`config.mk`:
```
export PLATFORM = sky130hd
export DESIGN_NAME = acl_frame_engine
export DESIGN_NICKNAME = d
export VERILOG_FILES = /design/src/rtl/acl_pkg.sv /design/src/rtl/acl_sync_edge.sv /design/src/rtl/acl_tx.sv /design/src/rtl/acl_rx.sv /design/src/rtl/acl_frame_engine.sv
export SDC_FILE = /design/constraint.sdc
export NUM_CORES = 1
export LEC_CHECK = 0
export ABC_CLOCK_PERIOD_IN_PS = 5300
export BUFFER_PORTS_ARGS = -buffer_cell sky130_fd_sc_hd__buf_2
export CELL_PAD_IN_SITES_DETAIL_PLACEMENT = 1
export CELL_PAD_IN_SITES_GLOBAL_PLACEMENT = 1
export CORE_AREA = 2 2 193 195
export DETAILED_ROUTE_END_ITERATION = 12
export DIE_AREA = 0 0 195 197
export PLACE_DENSITY = 0.63
export SYNTH_ARGS = -nofsm -noshare
export SYNTH_HDL_FRONTEND = slang
export SYNTH_SLANG_ARGS = --single-unit
export TNS_END_PERCENT = 50
```
`constraint.sdc`:
```
create_clock -name bclk -period 5.3 [get_ports bclk]
set_input_delay 0.53 -clock bclk [delete_from_list [all_inputs] [get_ports bclk]]
set_output_delay 0.53 -clock bclk [all_outputs]
set_load 0.05 [all_outputs]
```
`src/rtl/acl_pkg.sv`:
```
package acl_pkg;
  localparam int TAG_W      = 16;
  localparam int SLOT_W     = 20;
  localparam int N_SLOTS    = 12;
  localparam int USED_SLOTS = 4;
  localparam int PCM_W      = 18;
  localparam int IDX_W      = 7;
  localparam int REG_W      = 16;
  localparam int FRAME_BITS = TAG_W + N_SLOTS * SLOT_W;
  localparam int USED_BITS  = TAG_W + USED_SLOTS * SLOT_W;
  localparam int CNT_W      = $clog2(FRAME_BITS + 1);
  localparam int IDX_LSB    = 12;
  localparam int REQ_L_BIT  = 11;
  localparam int REQ_R_BIT  = 10;

  typedef struct packed {
    logic              frame_ok;
    logic              addr_ok;
    logic              data_ok;
    logic              left_ok;
    logic              right_ok;
    logic              wr;
    logic [IDX_W-1:0]  idx;
    logic [REG_W-1:0]  wdata;
    logic [PCM_W-1:0]  left;
    logic [PCM_W-1:0]  right;
  } rx_fields_t;

  typedef struct packed {
    logic              ready;
    logic              addr_ok;
    logic              data_ok;
    logic              left_ok;
    logic              right_ok;
    logic              want_left;
    logic              want_right;
    logic [IDX_W-1:0]  idx;
    logic [REG_W-1:0]  rdata;
    logic [PCM_W-1:0]  left;
    logic [PCM_W-1:0]  right;
  } tx_fields_t;

  // slot n (1..USED_SLOTS) of a frame held MSB-first
  function automatic logic [SLOT_W-1:0] slot_of(input logic [USED_BITS-1:0] f, input int n);
    return f[USED_BITS - TAG_W - 1 - (n - 1) * SLOT_W -: SLOT_W];
  endfunction

  function automatic rx_fields_t decode_frame(input logic [USED_BITS-1:0] f);
    rx_fields_t r;
    logic [TAG_W-1:0] tag;
    tag        = f[USED_BITS-1 -: TAG_W];
    r.frame_ok = tag[TAG_W-1];
    r.addr_ok  = tag[TAG_W-1] & tag[TAG_W-2];
    r.data_ok  = tag[TAG_W-1] & tag[TAG_W-3];
    r.left_ok  = tag[TAG_W-1] & tag[TAG_W-4];
    r.right_ok = tag[TAG_W-1] & tag[TAG_W-5];
    r.wr       = slot_of(f, 1)[SLOT_W-1];
    r.idx      = slot_of(f, 1)[IDX_LSB +: IDX_W];
    r.wdata    = slot_of(f, 2)[SLOT_W-1 -: REG_W];
    r.left     = slot_of(f, 3)[SLOT_W-1 -: PCM_W];
    r.right    = slot_of(f, 4)[SLOT_W-1 -: PCM_W];
    return r;
  endfunction

  function automatic logic [USED_BITS-1:0] encode_frame(input tx_fields_t t);
    logic [TAG_W-1:0]  tag;
    logic [SLOT_W-1:0] s1, s2, s3, s4;
    tag = '0;
    tag[TAG_W-1] = t.ready;
    tag[TAG_W-2] = t.addr_ok;
    tag[TAG_W-3] = t.data_ok;
    tag[TAG_W-4] = t.left_ok;
    tag[TAG_W-5] = t.right_ok;
    s1 = '0;
    if (t.addr_ok) s1[IDX_LSB +: IDX_W] = t.idx;
    s1[REQ_L_BIT] = ~t.want_left;
    s1[REQ_R_BIT] = ~t.want_right;
    s2 = t.data_ok  ? {t.rdata, {(SLOT_W-REG_W){1'b0}}} : '0;
    s3 = t.left_ok  ? {t.left,  {(SLOT_W-PCM_W){1'b0}}} : '0;
    s4 = t.right_ok ? {t.right, {(SLOT_W-PCM_W){1'b0}}} : '0;
    return {tag, s1, s2, s3, s4};
  endfunction
endpackage

```
`src/rtl/acl_sync_edge.sv`:
```
module acl_sync_edge (
  input  logic clk,
  input  logic rst_n,
  input  logic sync,
  output logic start_now,
  output logic start_p
);
  logic sync_q;

  assign start_now = sync & ~sync_q;

  always_ff @(posedge clk or negedge rst_n) begin
    if (!rst_n) begin
      sync_q  <= 1'b0;
      start_p <= 1'b0;
    end else begin
      sync_q  <= sync;
      start_p <= start_now;
    end
  end
endmodule

```
`src/rtl/acl_tx.sv`:
```
module acl_tx
  import acl_pkg::*;
(
  input  logic             clk,
  input  logic             rst_n,
  input  logic             start_now,
  input  tx_fields_t       fields,
  output logic             sdata_in,
  output logic [CNT_W-1:0] tx_cnt
);
  localparam logic [CNT_W-1:0] CNT_IDLE = CNT_W'(FRAME_BITS);

  logic [USED_BITS-1:0] frame_w;
  logic [USED_BITS-1:0] sh;

  assign frame_w = encode_frame(fields);

  always_ff @(posedge clk or negedge rst_n) begin
    if (!rst_n) begin
      sdata_in <= 1'b0;
      sh       <= '0;
      tx_cnt   <= CNT_IDLE;
    end else if (start_now) begin
      sdata_in <= frame_w[USED_BITS-1];
      sh       <= {frame_w[USED_BITS-2:0], 1'b0};
      tx_cnt   <= '0;
    end else begin
      sdata_in <= sh[USED_BITS-1];
      sh       <= {sh[USED_BITS-2:0], 1'b0};
      if (tx_cnt < CNT_IDLE) tx_cnt <= tx_cnt + CNT_W'(1);
    end
  end
endmodule

```
`src/rtl/acl_rx.sv`:
```
module acl_rx
  import acl_pkg::*;
(
  input  logic             clk,
  input  logic             rst_n,
  input  logic             start_p,
  input  logic             sdata_out,
  output rx_fields_t       fields,
  output logic             done,
  output logic [CNT_W-1:0] rx_cnt
);
  localparam logic [CNT_W-1:0] CNT_IDLE = CNT_W'(FRAME_BITS);
  localparam logic [CNT_W-1:0] CNT_LAST = CNT_W'(USED_BITS - 1);
  localparam logic [CNT_W-1:0] CNT_USED = CNT_W'(USED_BITS);

  logic [USED_BITS-2:0] sh;
  logic                 last_bit;

  assign last_bit = !start_p && (rx_cnt == CNT_LAST);

  always_ff @(negedge clk or negedge rst_n) begin
    if (!rst_n) begin
      sh     <= '0;
      fields <= '0;
      done   <= 1'b0;
      rx_cnt <= CNT_IDLE;
    end else begin
      done <= last_bit;
      if (start_p)               rx_cnt <= CNT_W'(1);
      else if (rx_cnt < CNT_IDLE) rx_cnt <= rx_cnt + CNT_W'(1);
      if (start_p || rx_cnt < CNT_USED) sh <= {sh[USED_BITS-3:0], sdata_out};
      if (last_bit) fields <= decode_frame({sh, sdata_out});
    end
  end
endmodule

```
`src/rtl/acl_frame_engine.sv`:
```
module acl_frame_engine
  import acl_pkg::*;
(
  input  logic             bclk,
  input  logic             rst_n,
  input  logic             sync,
  input  logic             sdata_out,
  output logic             sdata_in,
  output logic             frame_start,
  output logic             frame_done,
  output logic             rx_frame_valid,
  output logic             rx_addr_valid,
  output logic             rx_data_valid,
  output logic             rx_left_valid,
  output logic             rx_right_valid,
  output logic             rx_write,
  output logic [6:0]       rx_index,
  output logic [15:0]      rx_wdata,
  output logic [17:0]      rx_left,
  output logic [17:0]      rx_right,
  input  logic             tx_ready,
  input  logic             tx_addr_valid,
  input  logic             tx_data_valid,
  input  logic             tx_left_valid,
  input  logic             tx_right_valid,
  input  logic             tx_want_left,
  input  logic             tx_want_right,
  input  logic [6:0]       tx_index,
  input  logic [15:0]      tx_rdata,
  input  logic [17:0]      tx_left,
  input  logic [17:0]      tx_right
);
  logic             start_now;
  logic [CNT_W-1:0] tx_cnt;
  logic [CNT_W-1:0] rx_cnt;
  rx_fields_t       rx_f;
  tx_fields_t       tx_f;

  assign tx_f = '{ready: tx_ready, addr_ok: tx_addr_valid, data_ok: tx_data_valid,
                  left_ok: tx_left_valid, right_ok: tx_right_valid,
                  want_left: tx_want_left, want_right: tx_want_right,
                  idx: tx_index, rdata: tx_rdata, left: tx_left, right: tx_right};

  acl_sync_edge edge_i (
    .clk(bclk), .rst_n(rst_n), .sync(sync),
    .start_now(start_now), .start_p(frame_start)
  );

  acl_tx tx_i (
    .clk(bclk), .rst_n(rst_n), .start_now(start_now), .fields(tx_f),
    .sdata_in(sdata_in), .tx_cnt(tx_cnt)
  );

  acl_rx rx_i (
    .clk(bclk), .rst_n(rst_n), .start_p(frame_start), .sdata_out(sdata_out),
    .fields(rx_f), .done(frame_done), .rx_cnt(rx_cnt)
  );

  assign rx_frame_valid = rx_f.frame_ok;
  assign rx_addr_valid  = rx_f.addr_ok;
  assign rx_data_valid  = rx_f.data_ok;
  assign rx_left_valid  = rx_f.left_ok;
  assign rx_right_valid = rx_f.right_ok;
  assign rx_write       = rx_f.wr;
  assign rx_index       = rx_f.idx;
  assign rx_wdata       = rx_f.wdata;
  assign rx_left        = rx_f.left;
  assign rx_right       = rx_f.right;
endmodule

```
==> run_results.csv <==
group,metric,value,unit
timing,whs,0.120,ns
detailed_routing,viasPerCell,4.32,
job,maxCapViolations,0,
detailed_routing,ant_nets,0,
critical_path,r2r_setup_slack,0.66,ns
timing,slew_headroom,0.261,
global_route,grt_pass1_vias,6362,
placement,place_hpwl,12700,microns
cts,clock_path_buffers,3,
die,die_h,197,microns
critical_path,cpMaxStageDelayCell,"dfrtp_1",
critical_path,start_kind,"register",
global_route,antenna_found_initial,3,
cts,numCtsBuffers,30,
die,rows,70,
cts,hold_buffers,0,
global_route,grt-ovfl-total,0,
global_route,grt_max_degree,81,
detailed_routing,dr.first_iter.drc_count,210,
finish,layout_commonest_cell,"dfrtn_1",
finish,diodes,0,
timing,timing_hold_violations_final,0,
finish,nets,948,
synth,synth.avg_cell_area,13.7,sq um
die,start_util,0.278,
cts,insertion_delay,0.58,ns
cts,path_clk_slew,0.06,ns
critical_path,worst_ep_arrival_time,2.38,ns
cts,clkSinkCount,266,
critical_path,cpPeakStageDelay,0.53,ns
critical_path,required,3.04,ns
power_and_ir_drop,p_leak,6.45,nW
min_path,hold_start,"sync",
critical_path,endpoint_kind,"register",
synth,yosys.cell_types.count,35,
finish,fillCellCount,3908,
synth,synth_area_leader_cell,"dfrtn_1",
timing,tns,0,ns
detailed_routing,routedWlPerCell,14.5,microns
synth,netlist_area,10100,sq um
critical_path,worstSetupStartpoint,"edge_i.start_p",
critical_path,worstPathCellList,"nor2b_1 -> nand4_4 -> buf_12 -> mux2_4",
power_and_ir_drop,fin_total_pwr,4.43,mW
die,dieArea,38400,sq um
synth,synth_top_cells_by_area,"dfrtn_1, dfrtp_1, mux2_2",
detailed_routing,routed_wl,19800,microns
synth,yosysSeqAreaShare,0.659,
synth,ys_seq_elements,266,
synth,synth_top_area_frac,0.419,
timing,finClkSkew,0.0496,ns
critical_path,r2r-end,"rx_i.fields[0]",
min_path,worstHoldPathCells,1,
cts,root_buffer,"clkbuf_16",
min_path,hold_path_class,"input port to register",
critical_path,path_max_fanout,31,
timing,rsz0062_at_grt,"no",
cts,cts_setup_buffers,0,
placement,gp_congestion,0.706,
critical_path,ff2ff_path_depth,4,
synth,syn-num-nets,809,
timing,setup_viol,0,
placement,numPortBuffers,137,
timing,slew_violations,0,
cts,cts_tree,"built",
cts,postCtsResizedCells,0,
timing,setup_ws,0.655,ns
synth,synthCells,738,
global_route,grtUsageTotal,0.105,
cts,htreeDepth,1,
placement,post-place-ws,0.646,ns
power_and_ir_drop,power_per_cell_area,360,nW/um^2
finish,synthToLayoutAreaGrowth,22.0,%
die,pin_count,138,
finish,drive_above_1_share,0.343,
finish,mostFrequentLayoutCells,"dfrtn_1, nand2_1, buf_2",
synth,yosys_warnings,0,
critical_path,worstSetupPathType,"register to register",
timing,tightest_slew,1.11,ns
critical_path,rr_startpoint,"edge_i.start_p",
detailed_routing,vias,5892,
run_status,status,"completed",
detailed_routing,drt_first_pass_iters,4,
die,die_x,195,microns
die,coreArea,36300,sq um
power_and_ir_drop,vdd_drop_max,0.224,mV
global_route,grt_pass1_wl,33600,microns
detailed_routing,drc_errors,0,
min_path,min_to,"edge_i.sync_q",
[area by class of cell]
type                    instances  area, sq um  share of cell area
clock buffers                  41          842              0.0684
clock inverters                10          139              0.0113
inverters                       6         22.5             0.00183
multi-input cells             422         3190               0.259
flip-flops and latches        266         6660               0.540
well taps                     468          586              0.0475
repair buffers                150          881              0.0715
[how the worst max path moves through the flow]
stage                            endpoint  slack [ns]
after floorplan               rx_i.sh[10]        0.87
after global placement    rx_i.fields[13]        0.71
after detailed placement   rx_i.fields[0]        0.65
after CTS                  rx_i.fields[0]        0.63
after global routing      rx_i.fields[12]        0.54
final                      rx_i.fields[0]        0.66
[registers in the layout, indices dropped and copies added (netlist names)]
| register | flops |
|---|---|
| rx_i.fields | 65 |
| tx_i.sh | 93 |
| tx_i.sdata_in | 1 |
| edge_i.sync_q | 1 |
| rx_i.sh | 95 |
| edge_i.start_p | 1 |
| rx_i.done | 1 |
| rx_i.rx_cnt | 9 |
[worst max-delay path: cells and delay by family (launching register included)]
| kind | cells | cell delay, ns |
|---|---|---|
| buffers and inverters | 1 | 0.32 |
| and+or+nand+nor | 2 | 0.66 |
| muxes | 1 | 0.32 |
| DFF | 1 | 0.53 |
[per-stage QoR]
step	utilization	instances	instance area (sq um)
after floorplan	-	738	10100
after global placement	0.313	1313	11300
after detailed placement	0.313	1313	11300
after CTS	0.340	1363	12300
after global routing	0.340	1363	12300
final	0.340	1363	12300
[routing by layer]
layer / vias up / track usage / part of all wire
met4: 6 / 0.0266 / 0.025
met5: - / 0 / 0.0021
met3: 37 / 0.0317 / 0.064
met2: 135 / 0.166 / 0.45
li1: 2738 / - / -
met1: 2976 / 0.141 / 0.46
[kinds of logic (layout without fill, tap and decap cells)]
kind of cell	Yosys count	count (layout)	synth area share
flops	266	266	0.659
simple gates	247	247	0.112
xor+xnor	4	4	0.00347
fa+ha+maj	1	1	0.00124
mux	162	162	0.193
compound gates	8	8	0.00459
buf+inv	50	207	0.0264
[synthesized netlist by cell type]
cell	count
a21oi_1	3
a21oi_2	1
and2_1	28
and3_1	2
and4_1	1
buf_1	4
buf_2	8
buf_4	6
buf_6	6
clkbuf_1	18
clkbuf_2	1
dfrtn_1	169
dfrtp_1	96
dfstp_2	1
ha_1	1
inv_1	7
mux2_1	50
mux2_2	72
mux2_4	35
mux2i_1	5
nand2_1	138
nand2b_1	2
nand3_1	60
nand3b_1	1
nand4_2	1
nand4b_1	2
nor2_1	8
nor2b_1	1
nor2b_4	1
o21ai_0	3
o31ai_1	1
or3_1	1
or4_1	1
xnor2_1	1
xor2_1	3
[power breakdown]
part,total [mW],internal (mW),switching (mW),leakage (nW)
logic,0.202,0.0765,0.126,2.44
registers,2.17,2.13,0.0449,3.53
clock network,2.06,1.25,0.810,0.487
total,4.43,3.45,0.981,6.45
No activity file was read; power rests on OpenSTA's default activity.
